===== src/rtl/frc_pkg.sv =====
package frc_pkg;

    typedef enum logic [1:0] {
        ST_ON         = 2'd0,
        ST_FAULT_WAIT = 2'd1,
        ST_RETRY      = 2'd2,
        ST_LATCHED    = 2'd3
    } frc_state_e;

    typedef struct packed {
        logic dsg;
        logic chg;
    } sw_en_t;

    typedef struct packed {
        logic deb;
        logic raw;
    } det_flags_t;

    // Switches are closed in the steady and retry states.
    function automatic logic sw_closed(frc_state_e st);
        return (st == ST_ON) || (st == ST_RETRY);
    endfunction

    // Load removal seen: debounced flag just toggled to 0.
    function automatic logic load_gone(logic tgl, logic deb);
        return tgl && !deb;
    endfunction

endpackage


===== src/rtl/frc_debounce.sv =====
module frc_debounce #(
    parameter int DB_W = 4
) (
    input  logic            clk,
    input  logic            rst,
    input  logic            raw_i,
    input  logic [DB_W-1:0] len_i,
    output logic            flag_o,
    output logic            tgl_o
);
    localparam int CW = DB_W + 1;

    logic [DB_W-1:0] run_q;
    logic [CW-1:0]   eff_len;
    logic [CW-1:0]   run_nxt;

    always_comb begin
        eff_len = (len_i == '0) ? CW'(1) : CW'(len_i);
        run_nxt = CW'(run_q) + CW'(1);
    end

    always_ff @(posedge clk) begin
        if (rst) begin
            flag_o <= 1'b0;
            tgl_o  <= 1'b0;
            run_q  <= '0;
        end else if (raw_i == flag_o) begin
            tgl_o  <= 1'b0;
            run_q  <= '0;
        end else if (run_nxt >= eff_len) begin
            flag_o <= raw_i;
            tgl_o  <= 1'b1;
            run_q  <= '0;
        end else begin
            tgl_o  <= 1'b0;
            run_q  <= run_nxt[DB_W-1:0];
        end
    end
endmodule


===== src/rtl/frc_delay_timer.sv =====
module frc_delay_timer #(
    parameter int DLY_W = 16
) (
    input  logic             clk,
    input  logic             rst,
    input  logic             load_i,
    input  logic             run_i,
    input  logic [DLY_W-1:0] len_i,
    output logic             done_o
);
    logic [DLY_W-1:0] cnt_q;

    always_ff @(posedge clk) begin
        if (rst) begin
            cnt_q <= '0;
        end else if (load_i) begin
            cnt_q <= len_i;
        end else if (run_i && (cnt_q != '0)) begin
            cnt_q <= cnt_q - DLY_W'(1);
        end
    end

    assign done_o = (cnt_q == '0);
endmodule


===== src/rtl/frc_retry_fsm.sv =====
module frc_retry_fsm
    import frc_pkg::*;
#(
    parameter int CNT_W = 4
) (
    input  logic             clk,
    input  logic             rst,
    input  logic             fault_i,
    input  logic             clr_i,
    input  logic             drop_chg_i,
    input  logic [CNT_W-1:0] limit_i,
    input  logic             release_i,
    input  logic             tmr_done_i,
    output logic             tmr_load_o,
    output logic             tmr_run_o,
    output frc_state_e       state_o,
    output logic [CNT_W-1:0] cnt_o,
    output sw_en_t           sw_o
);
    frc_state_e       st_q, st_d;
    logic [CNT_W-1:0] cnt_q, cnt_d;
    logic             chg_off_q, chg_off_d;
    logic             limit_hit;

    assign limit_hit = (limit_i != '0) && (cnt_q >= limit_i);

    always_comb begin
        st_d       = st_q;
        cnt_d      = cnt_q;
        chg_off_d  = chg_off_q;
        tmr_load_o = 1'b0;
        tmr_run_o  = (st_q == ST_FAULT_WAIT) || (st_q == ST_RETRY);
        if (clr_i) begin
            st_d      = ST_ON;
            cnt_d     = '0;
            chg_off_d = 1'b0;
        end else begin
            unique case (st_q)
                ST_ON, ST_RETRY: begin
                    if (fault_i) begin
                        st_d       = limit_hit ? ST_LATCHED : ST_FAULT_WAIT;
                        chg_off_d  = drop_chg_i;
                        tmr_load_o = 1'b1;
                    end else if (st_q == ST_RETRY && tmr_done_i) begin
                        st_d  = ST_ON;
                        cnt_d = '0;
                    end
                end
                ST_FAULT_WAIT: begin
                    if (fault_i) begin
                        tmr_load_o = 1'b1;
                    end else if (tmr_done_i) begin
                        st_d       = ST_RETRY;
                        tmr_load_o = 1'b1;
                        cnt_d      = (cnt_q == '1) ? cnt_q : cnt_q + CNT_W'(1);
                    end
                end
                ST_LATCHED: begin
                    if (release_i) begin
                        st_d      = ST_ON;
                        cnt_d     = '0;
                        chg_off_d = 1'b0;
                    end
                end
                default: st_d = ST_ON;
            endcase
        end
    end

    always_ff @(posedge clk) begin
        if (rst) begin
            st_q      <= ST_ON;
            cnt_q     <= '0;
            chg_off_q <= 1'b0;
        end else begin
            st_q      <= st_d;
            cnt_q     <= cnt_d;
            chg_off_q <= chg_off_d;
        end
    end

    always_comb begin
        sw_o.dsg = sw_closed(st_q);
        sw_o.chg = sw_closed(st_q) || !chg_off_q;
    end

    assign state_o = st_q;
    assign cnt_o   = cnt_q;
endmodule


===== src/rtl/fault_retry_ctrl.sv =====
module fault_retry_ctrl
    import frc_pkg::*;
#(
    parameter int DLY_W = 16,
    parameter int CNT_W = 4,
    parameter int DB_W  = 4
) (
    input  logic             clk,
    input  logic             rst,
    input  logic             fault_i,
    input  logic             det_raw_i,
    input  logic [DLY_W-1:0] cfg_delay_i,
    input  logic [CNT_W-1:0] cfg_limit_i,
    input  logic             cfg_drop_chg_i,
    input  logic             cfg_alert_en_i,
    input  logic [DB_W-1:0]  cfg_dbnc_i,
    input  logic             clr_latch_i,
    output logic             dsg_en_o,
    output logic             chg_en_o,
    output logic             alert_o,
    output logic [1:0]       status_o
);
    logic             det_deb;
    logic             det_tgl;
    logic             tmr_load;
    logic             tmr_run;
    logic             tmr_done;
    frc_state_e       state;
    logic [CNT_W-1:0] retry_cnt;
    sw_en_t           sw;
    det_flags_t       flags;

    frc_debounce #(.DB_W(DB_W)) u_deb (
        .clk    (clk),
        .rst    (rst),
        .raw_i  (det_raw_i),
        .len_i  (cfg_dbnc_i),
        .flag_o (det_deb),
        .tgl_o  (det_tgl)
    );

    frc_delay_timer #(.DLY_W(DLY_W)) u_tmr (
        .clk    (clk),
        .rst    (rst),
        .load_i (tmr_load),
        .run_i  (tmr_run),
        .len_i  (cfg_delay_i),
        .done_o (tmr_done)
    );

    frc_retry_fsm #(.CNT_W(CNT_W)) u_fsm (
        .clk        (clk),
        .rst        (rst),
        .fault_i    (fault_i),
        .clr_i      (clr_latch_i),
        .drop_chg_i (cfg_drop_chg_i),
        .limit_i    (cfg_limit_i),
        .release_i  (load_gone(det_tgl, det_deb)),
        .tmr_done_i (tmr_done),
        .tmr_load_o (tmr_load),
        .tmr_run_o  (tmr_run),
        .state_o    (state),
        .cnt_o      (retry_cnt),
        .sw_o       (sw)
    );

    always_comb begin
        flags.deb = det_deb;
        flags.raw = det_raw_i;
    end

    assign dsg_en_o = sw.dsg;
    assign chg_en_o = sw.chg;
    assign alert_o  = det_tgl && cfg_alert_en_i;
    assign status_o = flags;
endmodule


===== config.mk =====
export PLATFORM = sky130hd
export DESIGN_NAME = fault_retry_ctrl
export DESIGN_NICKNAME = d
export VERILOG_FILES = /design/src/rtl/frc_pkg.sv /design/src/rtl/frc_debounce.sv /design/src/rtl/frc_delay_timer.sv /design/src/rtl/frc_retry_fsm.sv /design/src/rtl/fault_retry_ctrl.sv
export SDC_FILE = /design/constraint.sdc
export NUM_CORES = 1
export LEC_CHECK = 0
export BUFFER_PORTS_ARGS = -buffer_cell sky130_fd_sc_hd__buf_4
export CAP_MARGIN = 20
export CELL_PAD_IN_SITES_DETAIL_PLACEMENT = 1
export CELL_PAD_IN_SITES_GLOBAL_PLACEMENT = 2
export CORE_UTILIZATION = 36
export CTS_BUF_LIST = sky130_fd_sc_hd__clkbuf_2 sky130_fd_sc_hd__clkbuf_4 sky130_fd_sc_hd__clkbuf_8
export DETAILED_ROUTE_END_ITERATION = 7
export HOLD_SLACK_MARGIN = 0.02
export PLACE_DENSITY_LB_ADDON = 0.25
export SYNTH_ARGS = -nofsm -noshare
export SYNTH_HDL_FRONTEND = slang
export SYNTH_SLANG_ARGS = --single-unit

===== constraint.sdc =====
create_clock -name clk -period 3.2 [get_ports clk]
set_input_delay 0.64 -clock clk [delete_from_list [all_inputs] [get_ports clk]]
set_output_delay 0.64 -clock clk [all_outputs]
set_load 0.02 [all_outputs]

======== Word level (Yosys, flattened, before mapping) ========
Index checks and enable logic that the tools add are counted.
Widths: inputs -> output; s select.
storage, ports and cells
  register bits ........................... 29
  input bits .............................. 31
cells by class
  add/subtract/negate cells ............... 3
  order comparisons ....................... 2
  muxes and demuxes ....................... 26
  equal/unequal tests ..................... 13
  reduce and logical (&&, ||, !) cells .... 25
  bitwise logic cells ..................... 1
operators by type and width
  kind                   number
  $mux 16                2
  $mux 4                 7
  $logic_not 16->1       1
  $reduce_bool 16->1     1
  $sub 16x1->16 const B  1
  $mux 2                 6
  $pmux 4 s3             1
  $ne 2x2->1 const B     4
  $mux 1                 7
  $ne 2x1->1 const B     3
  $pmux 2 s3             1
  $reduce_and 6->1       1
  $reduce_or 2->1        3
  $add 4x1->5 const B    1
  $ge 5x5->1             1
  $logic_and 1x1->1      5
  $add 4x1->4 const B    1
  $eq 2x2->1 const B     2
  $eq 4x4->1 const B     1
  $ge 4x4->1             1
  $logic_not 4->1        1
  $pmux 1 s2             2
  $reduce_and 4->1       1
  $reduce_bool 2->1      2
  11 further kinds       14

======== Longest topological paths before layout ========
Gate-level depths: netlist of run 1.
  depth after elaboration ................. 6
  mapped depth ............................ 8
  mapped depth without buffers ............ 8

======== Hierarchy ========
From an unflattened synthesis of run 1, not the netlist that was laid out.
unflattened totals
  cells, all modules ...................... 229
  area total of the unflattened synthesis .. 1926.8 µm²
modules (own cells, without submodules)
  module            times used  area each (µm²)  cells each
  frc_delay_timer   1           944.7            114
  frc_retry_fsm     1           605.6            77
  frc_debounce      1           341.6            34
  fault_retry_ctrl  1           35.0             4

======== Worst setup path after synthesis of run 1 ========
No wires, ideal clock.
  path type ............................... input to register
  from .................................... input port cfg_dbnc_i[2]
  to ...................................... register u_deb.run_q[2]
  buffers on the path ..................... 0
  required time ........................... 3135 ps
  stages .................................. 8
  arrival time ............................ 2162 ps
  setup slack ............................. 973 ps
  cells stage by stage .................... inv_1 -> a31o_2 -> ha_1 -> nand2b_1 -> a21o_1 -> a21o_1 -> a2111o_1 -> nor2b_1
on the way
  longest elaborated chain between the ends .. 4
RTL lines
  what                         RTL line                RTL
  start, declared              fault_retry_ctrl.sv:16  input logic [DB_W-1:0] cfg_dbnc_i,
  $logic_not 4->1              frc_debounce.sv:18      eff_len = (len_i == '0) ? CW'(1) : CW'(len_i);
  $mux 4 *                     frc_debounce.sv:18
  $ge 5x5->1 *                 frc_debounce.sv:30      end else if (run_nxt >= eff_len) begin
  $reduce_or 3->1 (no line) *  --
  end signal, assigned         frc_debounce.sv:36      run_q <= run_nxt[DB_W-1:0];
  end, declared                frc_debounce.sv:13      logic [DB_W-1:0] run_q;
Every way passes the cells marked *; elsewhere a longest branch is shown, timed or not.
A chain may end at the register's enable or synchronous reset.

======== Final worst setup path of run 1 ========
  from .................................... register u_tmr.cnt_q[0]
  to ...................................... register u_tmr.cnt_q[15]
on the way
  longest elaborated chain between the ends .. 6
  elaborated cells between the ends (all ways) .. 11
RTL lines
  what                                                                   RTL line               RTL
  start, declared                                                        frc_delay_timer.sv:11  logic [DLY_W-1:0] cnt_q;
  start signal, assigned                                                 frc_delay_timer.sv:17  cnt_q <= len_i;
  start signal, assigned                                                 frc_delay_timer.sv:19  cnt_q <= cnt_q - DLY_W'(1);
  parallel branches: the longest is 6 deep, another holds $sub 16x1->16  --
Several ways; the timed one is not identified. The select of a mux whose other input is x is not followed.

==> impl_metrics.tcl, run 1 <==
set metrics [dict create \
    synthToLayoutAreaGrowth_pct 21.2 \
    grt_pass1_wl_um 7450 \
    cp_cell_sequence "inv_1, ha_1, or4b_1, nor4_4, o21ai_2, buf_4, a311oi_1" \
    netlist.area_leader.share 0.304 \
    hpwl_um 3430 \
    path_clk_slew_ns 0.06 \
    h-tree-depth 2 \
    grt_max_degree 26 \
    syn_inst 232 \
    synth_top_family_by_area "simple AND/OR/NAND/NOR gates" \
    synthTopCellsByArea "dfxtp_1 (30%), ha_1 (10%), nor2_1 (6.5%)" \
    hold_start "u_deb.run_q[0]" \
    drc 0 \
    detail-route-antenna-nets 0 \
    synth_edf_count 0 \
    slowest_delay_ns 0.51 \
    portBuffers 35 \
    grt_antenna_before_repair 0 \
    clkLatencyLatePin_ns 0.29 \
    power_density_nw_per_um2 502 \
    synth_xor_area_frac 0.0734 \
    r2r-end "u_tmr.cnt_q[15]" \
    seq_area_frac_synth 0.304 \
    synth.distinct_cells 48 \
    synth_seq_cells 29 \
    post-cts-setup-buffers 0 \
    critPathSlowestCell "or4b_1" \
    diodes 0 \
    cts_buffer_depth 2 \
    overflow 0 \
    post_drt_wl_per_cell_um 13.8 \
    dpl.cell_count 325 \
    muxShareOfSynthArea 0.0105 \
    synth_nets 279 \
    holdBufCountCts 0 \
    pre_cts_slack_ns 0.786 \
    fin_cells 333 \
    cp_max_fo 17 \
    n_fill_cell 648 \
    hold_depth 1 \
    drtIter0Drc 58 \
    place_congestion 0.754 \
    async_reset_ff_frac 0 \
    fmax_mhz 412 \
    ir_worst_vdd_v 0.000320 \
    core_area_um2 5110 \
    cts_resized 0 \
    synth_top_cell_by_area "dfxtp_1" \
    crit_path_start_kind "register" \
    cts-buffers-inserted 5 \
    place_area_um2 2210 \
    vias_per_cell 5.30 \
    cts_sinks 29 \
    wirelength_um 4590 \
    final_nets 309 \
    leakage_nw 0.991 \
    cp.required_ns 3.39 \
    die_h_um 74.8 \
    regToRegSetupSlack_ns 0.77 \
    finClkSkew_ns 0.00569 \
    start_util 0.374 \
    track_usage 0.179 \
    worst_slew_pin_slew_ns 0.622 \
    r2r_start "u_tmr.cnt_q[0]" \
    fin_tns_setup_ns 0 \
    cp-end-kind "register" \
    rows 26 \
    drive_gt1_frac 0.205 \
    rsz0062_at_grt "false" \
    synth_fa_ha_area_frac 0.105 \
    maxCapViolations 0 \
    yosysWarnings 0 \
    worst_slack_ns 0.773 \
    worstSetupPathType "register to register" \
    final_area_um2 2310 \
    die_area_um2 5600 \
    first_global_vias 1652 \
    critical_path_arrival_ns 2.62 \
    reg2regPathDepth 7 \
    hold_path.class "register to register" \
    fin_crit_sh 0.758 \
    synth_area_um2 1910 \
    synth_simple_gate_area_share 0.258 \
    relSlewSlack 0.585 \
    synthFlopType "dfxtp_1" \
    cts_tree "yes" \
    final-max-slew-violation-count 0 \
    vias 1764 \
    outcome "completed" \
    avgSynthCellArea_um2 8.23 \
    cts_root_buffer "clkbuf_8" \
    first_pass_iters 4 \
    period_needed_ns 2.43 \
    power_w 0.00116 \
    finalHoldViolCount 0 \
    die_w_um 74.8 \
    setup_viol 0 \
    synth_compound_gate_area_share 0.189 \
    design.portCount 36 \
    hold_end "u_deb.run_q[0]" \
]
cells in the mapped netlist (2+ instances only):
master	n
inv_1	15
a31oi_1	2
mux2i_1	2
a311oi_1	3
nand3_1	11
a21oi_1	7
a21o_1	3
xnor2_1	7
o21ai_0	6
and3_1	2
nor3_1	7
nand2b_1	6
buf_4	2
ha_1	16
dfxtp_1	29
or3_1	3
nor2_1	33
a31o_2	2
nand4_1	2
nand2_1	8
clkbuf_1	9
nor4_1	3
nor2b_1	3
and2_1	3
xor2_1	9
o31ai_1	2
o21a_1	2
or4_1	3
a211oi_1	12
or4_4	2
sequential cells by signal, summed over array words and instances, names as in the netlist:
signal and flops:
u_fsm.state_o 2, u_deb.run_q 4, u_fsm.chg_off_q 1, u_deb.flag_o 1, u_fsm.cnt_o 4, u_tmr.cnt_q 16
u_deb.tgl_o 1
worst max path at each step:
stage / from / endpoint / slack [ns] / depth (start not counted)
floorplan: cfg_dbnc_i[2] / u_deb.run_q[2] / 0.97 / 8
detailed placement: u_tmr.cnt_q[0] / u_tmr.cnt_q[15] / 0.79 / 7
finish: u_tmr.cnt_q[0] / u_tmr.cnt_q[15] / 0.77 / 7
global placement: u_tmr.cnt_q[0] / u_tmr.cnt_q[0] / 0.79 / 8
global route: u_tmr.cnt_q[0] / u_tmr.cnt_q[12] / 0.57 / 7
CTS: u_tmr.cnt_q[0] / u_tmr.cnt_q[15] / 0.76 / 7
area by class of cell:
class | count | area [µm²] | area share
multi-input combinational | 175 | 1220 | 0.526
clock buffer | 7 | 96.3 | 0.0416
timing repair buffer | 36 | 270 | 0.117
sequential | 29 | 581 | 0.251
tap | 70 | 87.6 | 0.0378
inverter | 15 | 56.3 | 0.0243
clock inverter | 1 | 5.00 | 0.00216
stage by stage:
stage,hold WS [ns],utilization
floorplan,0.433,-
global placement,0.456,0.433
detailed placement,0.472,0.433
CTS,0.489,0.453
global route,0.525,0.453
finish,0.487,0.453
worst max-delay path: cells and delay by family (launching register included):
kind	cells	cell delay, ns
flip-flops	1	0.30
AO/OA/AOI/OAI	2	0.51
AND/OR/NAND/NOR	2	0.92
buffers and inverters	2	0.41
adder cells (fa/ha/maj)	1	0.20
report_power, final:
group          internal (W)  switching [W]  leakage [nW]
combinational      0.000167       0.000215         0.700
sequential         0.000403      0.0000381         0.237
clock              0.000194       0.000144        0.0542
total              0.000764       0.000398         0.991
per-layer routing:
metal	part of all wire	up-vias	track usage	wire [µm]
met3	0.032	6	0.0428	147
met1	0.47	839	0.212	2140
met2	0.49	31	0.310	2230
met5	0	-	0	0
li1	-	888	-	-
met4	0.014	0	0.0755	66
logic make-up (layout without fill, tap and decap cells):
group | Yosys count | after routing
multiplexers | 2 | 2
flip-flops | 29 | 29
XOR/XNOR | 16 | 16
AO/OA/AOI/OAI | 49 | 49
buffers and inverters | 28 | 59
adder cells (fa/ha/maj) | 16 | 16
AND/OR/NAND/NOR | 92 | 92
placed cells by master (no fill, tap or decap), types with 3 or more instances in the layout:
cell | netlist | final
nand2_1 | 8 | 8
nor3_1 | 7 | 7
a21o_1 | 3 | 3
a211oi_1 | 12 | 12
dfxtp_1 | 29 | 29
o21ai_0 | 6 | 6
nand2b_1 | 6 | 6
buf_4 | 2 | 36
nand3_1 | 11 | 11
a311oi_1 | 3 | 3
nor4_1 | 3 | 3
xnor2_1 | 7 | 7
or3_1 | 3 | 3
or4_1 | 3 | 3
ha_1 | 16 | 16
a21oi_1 | 7 | 7
inv_1 | 15 | 15
xor2_1 | 9 | 9
clkbuf_8 | 0 | 7
nor2_1 | 33 | 33
nor2b_1 | 3 | 3
and2_1 | 3 | 3
Note: power is estimated with default switching activity, not from simulation.
==> run 2: changes to the inputs <==
--- a/config.mk
+++ b/config.mk
@@ -9,7 +9,7 @@
 export CAP_MARGIN = 20
 export CELL_PAD_IN_SITES_DETAIL_PLACEMENT = 1
 export CELL_PAD_IN_SITES_GLOBAL_PLACEMENT = 2
-export CORE_UTILIZATION = 36
+export CORE_UTILIZATION = 30
 export CTS_BUF_LIST = sky130_fd_sc_hd__clkbuf_2 sky130_fd_sc_hd__clkbuf_4 sky130_fd_sc_hd__clkbuf_8
 export DETAILED_ROUTE_END_ITERATION = 7
 export HOLD_SLACK_MARGIN = 0.02
==> constraint.sdc (replaced) <==
create_clock -name clk -period 2.2 [get_ports clk]
set_input_delay 0.44 -clock clk [delete_from_list [all_inputs] [get_ports clk]]
set_output_delay 0.44 -clock clk [all_outputs]
set_load 0.02 [all_outputs]
==> run 2 against run 1 <==
The run now ends with negative setup slack left; combinational power is 110% higher; first-iteration DRC count is 69% higher; critical path depth is 2 higher; non-clock buffer count is 19 higher; count of clock-buffer cells in the layout is 1 lower; hold slack worse by 0.10 ns.
==> impl_metrics.tcl, run 2 (synthesis gave the netlist of run 1 again) <==
set metrics [dict create \
    fin_crit_sh 1.00 \
    final_util 0.423 \
    worstSetupPathType "register to register" \
    final-max-slew-violation-count 0 \
    holdWs_ns 0.384 \
    die_h_um 81.8 \
    post_drt_wl_per_cell_um 14.2 \
    final_area_um2 2550 \
    crit_path_start_kind "register" \
    ir_worst_vdd_v 0.000343 \
    place_area_um2 2360 \
    wirelength_um 5080 \
    cts_sinks 29 \
    portBuffers 35 \
    place_congestion 0.717 \
    finClkSkew_ns 0.0117 \
    path_clk_slew_ns 0.07 \
    drc 0 \
    power_density_nw_per_um2 747 \
    largest_reg_flops 16 \
    leakage_nw 1.10 \
    cts-buffers-inserted 5 \
    synthToLayoutAreaGrowth_pct 33.6 \
    cp-startpoint "u_tmr.cnt_q[1]" \
    rsz0062_at_grt "true" \
    clkLatencyLatePin_ns 0.29 \
    track_usage 0.166 \
    n_fill_cell 733 \
    hpwl_um 3770 \
    pre_cts_slack_ns -0.0794 \
    grt_antenna_before_repair 0 \
    die_w_um 81.8 \
    cp-end-kind "register" \
    hold_path.class "primary input to register" \
    fin_cells 357 \
    drtIter0Drc 98 \
    core_area_um2 6030 \
    worst_slew_pin_slew_ns 0.427 \
    cts_buffer_depth 2 \
    fmax_mhz 452 \
    overflow 0 \
    design.portCount 36 \
    cp_max_fo 5 \
    dpl.cell_count 347 \
    rows 28 \
    finalHoldViolCount 0 \
    first_global_vias 1845 \
    critical_path_arrival_ns 2.42 \
    r2r_start "u_tmr.cnt_q[1]" \
    relSlewSlack 0.714 \
    holdBufCountCts 0 \
    final_cell_mix "buf_4 (51), nor2_1 (30), dfxtp_1 (28)" \
    layout_commonest_cell "buf_4" \
    grt_max_degree 32 \
    outcome "finished with violations" \
    worst_slack_ns -0.0102 \
    hold_start "clr_latch_i" \
    detail-route-antenna-nets 0 \
    die_area_um2 6690 \
    cts_root_buffer "clkbuf_8" \
    h-tree-depth 2 \
    final_nets 328 \
    maxCapViolations 0 \
    first_pass_iters 4 \
    final-seq-area_um2 582 \
    setup_viol 1 \
    drive_gt1_frac 0.312 \
    period_needed_ns 2.21 \
    start_util 0.317 \
    multi_input_area_um2 1290 \
    cts_tree "yes" \
    largest-register "u_tmr.cnt_q" \
    vias_per_cell 5.13 \
    diodes 0 \
    violations "negative setup slack" \
    vias 1830 \
    cp.required_ns 2.41 \
    grt_pass1_wl_um 8470 \
]
run 2: cell count changes in the layout (fill, tap and decap cells not counted), sizes merged:
cell	delta
buf	+19
clkinv	+1
clkbuf	-1
run 2: final cells by class:
cell class                 instances  area share
clock buffer                       6      0.0324
sequential                        29       0.228
clock inverter                     2     0.00539
timing repair buffer              55       0.171
inverter                          15      0.0221
multi-input combinational        175       0.504
tap                               75      0.0368
run 2: repair_timing:
item,CTS,global route
resized for setup,6,16
pin swaps,2,11
buffers inserted,1,2
setup endpoints to repair,9,17
run 2: metal layers:
layer  track usage  routed length, µm  up-vias  share of wire
met4        0.0474                 42        0         0.0083
met3        0.0300                163        4          0.032
met5             0                  0        -              0
met1         0.208               2510      860           0.49
li1              -                  -      931              -
met2         0.286               2370       35           0.47
run 2: worst paths after layout:
check                    to  slack (ns)  depth (start not counted)
min reg2reg  u_deb.run_q[0]        0.47                          1
max reg2reg  u_fsm.cnt_o[3]       -0.01                          9
max          u_fsm.cnt_o[3]       -0.01                          9
min          u_fsm.cnt_o[1]        0.38                          2
run 2: per-stage QoR:
step,TNS (ns),total power (W)
2_1_floorplan,0,0.00106
3_3_place_gp,-0.0297,0.00135
3_5_place_dp,-0.228,0.00136
4_1_cts,-0.0431,0.00188
5_1_grt,-0.382,0.00203
6_report,-0.0102,0.00191
run 2: power breakdown:
group / internal, W / switching (W) / total [W] / leakage (nW)
logic: 0.000402 / 0.000393 / 0.000795 / 0.814
clock network: 0.000253 / 0.000221 / 0.000474 / 0.0512
registers: 0.000586 / 0.0000495 / 0.000636 / 0.237
total: 0.00124 / 0.000663 / 0.00191 / 1.10
run 2: worst max-delay path, stage by stage, from the launching register on:
cell,delay (ns)
dfxtp_2,0.33
inv_2,0.08
ha_4,0.15
or4b_4,0.47
buf_6,0.14
nor4_4,0.25
buf_6,0.17
o211ai_4,0.08
or3_4,0.35
a21oi_2,0.13
==> run 3: changes to the inputs <==
--- a/config.mk
+++ b/config.mk
@@ -5,14 +5,16 @@
 export SDC_FILE = /design/constraint.sdc
 export NUM_CORES = 1
 export LEC_CHECK = 0
+export ABC_AREA = 1
 export BUFFER_PORTS_ARGS = -buffer_cell sky130_fd_sc_hd__buf_4
 export CAP_MARGIN = 20
 export CELL_PAD_IN_SITES_DETAIL_PLACEMENT = 1
 export CELL_PAD_IN_SITES_GLOBAL_PLACEMENT = 2
-export CORE_UTILIZATION = 30
+export CORE_UTILIZATION = 28
 export CTS_BUF_LIST = sky130_fd_sc_hd__clkbuf_2 sky130_fd_sc_hd__clkbuf_4 sky130_fd_sc_hd__clkbuf_8
 export DETAILED_ROUTE_END_ITERATION = 7
 export HOLD_SLACK_MARGIN = 0.02
+export MAX_ROUTING_LAYER = met4
 export PLACE_DENSITY_LB_ADDON = 0.25
 export SYNTH_ARGS = -nofsm -noshare
 export SYNTH_HDL_FRONTEND = slang
==> run 3 against run 2 <==
Power shrank 2.1%; highest routed layer unchanged; largest cell class unchanged; sequential power decreased by 1%; largest power group unchanged; critical path type is now register to output port; maximum frequency increased by 15%; synthesized cell count grew 51%; the run now ends clean.
==> impl_metrics.tcl, run 3 <==
set metrics [dict create \
    outcome "completed" \
    first_pass_iters 4 \
    die_w_um 90.5 \
    final_cell_mix "nand2_1 (83), nor2_1 (58), inv_1 (47)" \
    synth_nets 398 \
    synthTopCellsByArea "dfxtp_1 (26%), nand2_1 (14%), nor2_1 (9.9%)" \
    largest-register "u_tmr.cnt_q" \
    yosysMostFrequentCell "nand2_1" \
    grt_pass1_wl_um 11000 \
    crit_path_start_kind "register" \
    r2r-end "u_fsm.cnt_o[0]" \
    p_int_w 0.00113 \
    h-tree-depth 2 \
    cp_max_fo 4 \
    rows 31 \
    place_congestion 0.773 \
    diodes 0 \
    fin_crit_sh 0.873 \
    holdBufCountCts 0 \
    cp.required_ns 1.76 \
    detail-route-antenna-nets 0 \
    hpwl_um 4890 \
    drive_gt1_frac 0.155 \
    drc 0 \
    clock_power_share 0.273 \
    cp-end-kind "output port" \
    worst_slew_pin_slew_ns 0.419 \
    core_area_um2 7410 \
    die_area_um2 8200 \
    vias 2286 \
    synth_area_um2 2190 \
    largest_reg_flops 16 \
    place_area_um2 2570 \
    n_fill_cell 985 \
    cts-buffers-inserted 5 \
    cts_root_buffer "clkbuf_8" \
    drtIter0Drc 31 \
    cts_resized 0 \
    worst_slack_ns 0.280 \
    cts_sinks 29 \
    seq_area_frac_synth 0.265 \
    track_usage 0.172 \
    hold_depth 3 \
    die_h_um 90.5 \
    final_nets 439 \
    rsz0062_at_grt "false" \
    synth_seq_cells 29 \
    worstSetupPathType "register to output port" \
    overflow 0 \
    netlist.area_leader.share 0.265 \
    wirelength_um 6290 \
    final_area_um2 2670 \
    cts_buffer_depth 2 \
    grt_antenna_before_repair 0 \
    seqPwrFrac 0.336 \
    synth_top_cell_by_area "dfxtp_1" \
    reg2regPathDepth 10 \
    swShare 0.394 \
    async_reset_ff_frac 0 \
    period_needed_ns 1.92 \
    grt_max_degree 15 \
    synth_edf_count 0 \
    syn_inst 351 \
    hold_start "cfg_delay_i[0]" \
    r2r_start "u_fsm.state_o[1]" \
    clkLatencyLatePin_ns 0.29 \
    multi_input_area_um2 1370 \
    relSlewSlack 0.719 \
    maxCapViolations 0 \
    post_drt_wl_per_cell_um 12.8 \
    leakage_nw 1.36 \
    hold_end "u_tmr.cnt_q[0]" \
    critical_path_arrival_ns 1.48 \
    path_clk_slew_ns 0.06 \
    first_global_vias 2303 \
    finalHoldViolCount 0 \
    combinationalPowerShare 0.390 \
    fin_tns_setup_ns 0 \
    power_density_nw_per_um2 698 \
    synthToLayoutAreaGrowth_pct 21.7 \
    regToRegSetupSlack_ns 0.32 \
    finClkSkew_ns 0.00635 \
    final-seq-area_um2 581 \
    fmax_mhz 521 \
    setup_viol 0 \
    pre_cts_slack_ns 0.251 \
    hold_path.class "primary input to register" \
    synthFlopType "dfxtp_1" \
    design.portCount 36 \
    p_sw_w 0.000734 \
    layout_commonest_cell "nand2_1" \
    final-max-slew-violation-count 0 \
    cts_tree "yes" \
    post-cts-setup-buffers 0 \
    avgSynthCellArea_um2 6.25 \
    synth.distinct_cells 29 \
    yosysWarnings 0 \
    start_util 0.296 \
    vias_per_cell 4.65 \
    ir_worst_vdd_v 0.000286 \
    portBuffers 35 \
    synthTopCellsByCount "nand2_1 (83), nor2_1 (58), inv_1 (47)" \
]
[run 3: cell types whose count changed after synthesis, moves of 4 or more]
cell / delta
nand2_1: +75
inv_1: +32
nand3_1: +30
nor2_1: +25
a21oi_1: +14
a211oi_1: -12
clkbuf_1: -7
nand2b_1: -6
nand3b_1: +4
nor3_1: -4
o21ai_0: +4
xnor2_1: -4
[run 3: cell families (layout without fill, tap and decap cells)]
family,count (synthesis),in the layout,synth area share
AO/OA/AOI/OAI,37,37,0.0912
buffers and inverters,57,99,0.113
AND/OR/NAND/NOR,203,203,0.404
flip-flops,29,29,0.265
XOR/XNOR,9,9,0.0359
adder cells (fa/ha/maj),16,16,0.0912
[run 3: per-layer routing]
layer  wire, µm  share of wire  up-vias  global-route usage
met5          0              0        -                   -
met4         85          0.014        0              0.0565
met3        204          0.032        6              0.0286
met2       2710           0.43       35               0.263
met1       3290           0.52     1050               0.229
li1           -              -     1195                   -
[run 3: worst max-delay path, cell delays in order, from the launching register on]
cell and delay [ns]:
dfxtp_1 0.37, inv_1 0.08, ha_1 0.21, nor2_1 0.17, buf_4 0.15, inv_1 0.05, buf_4 0.15
[run 3: power groups by stage]
stage                     Sequential [W]  Combinational (W)  Clock [W]
after detailed placement        0.000639           0.000732          0
after global placement          0.000638           0.000725          0
after floorplan                 0.000623           0.000542          0
after CTS                       0.000628           0.000737   0.000528
final                           0.000628           0.000728   0.000510
after global routing            0.000636           0.000844   0.000552
[run 3: how the worst max path moves through the flow]
stage | from | endpoint | slack, ns
after global placement | cfg_dbnc_i[2] | u_deb.run_q[2] | 0.32
after floorplan | u_fsm.state_o[0] | u_fsm.cnt_o[0] | 0.44
after global routing | u_fsm.state_o[0] | u_fsm.cnt_o[0] | 0.11
final | u_fsm.state_o[0] | dsg_en_o | 0.28
after detailed placement | cfg_dbnc_i[2] | u_deb.run_q[2] | 0.25
after CTS | u_fsm.state_o[0] | dsg_en_o | 0.27
[run 3: area by class of cell]
| class | instances | share of cell area |
|---|---|---|
| clock buffer | 7 | 0.0361 |
| tap | 99 | 0.0464 |
| sequential | 29 | 0.217 |
| inverter | 49 | 0.0689 |
| multi-input combinational | 265 | 0.511 |
| clock inverter | 1 | 0.00187 |
| timing repair buffer | 42 | 0.118 |
[run 3: metrics by stage]
step           cells   util  hold WS (ns)  power [W]
2_1_floorplan    351      -         0.433    0.00116
3_3_place_gp     484  0.347         0.456    0.00136
3_5_place_dp     484  0.347         0.462    0.00137
4_1_cts          492  0.361         0.413    0.00189
5_1_grt          492  0.361         0.407    0.00203
6_report         492  0.361         0.405    0.00187
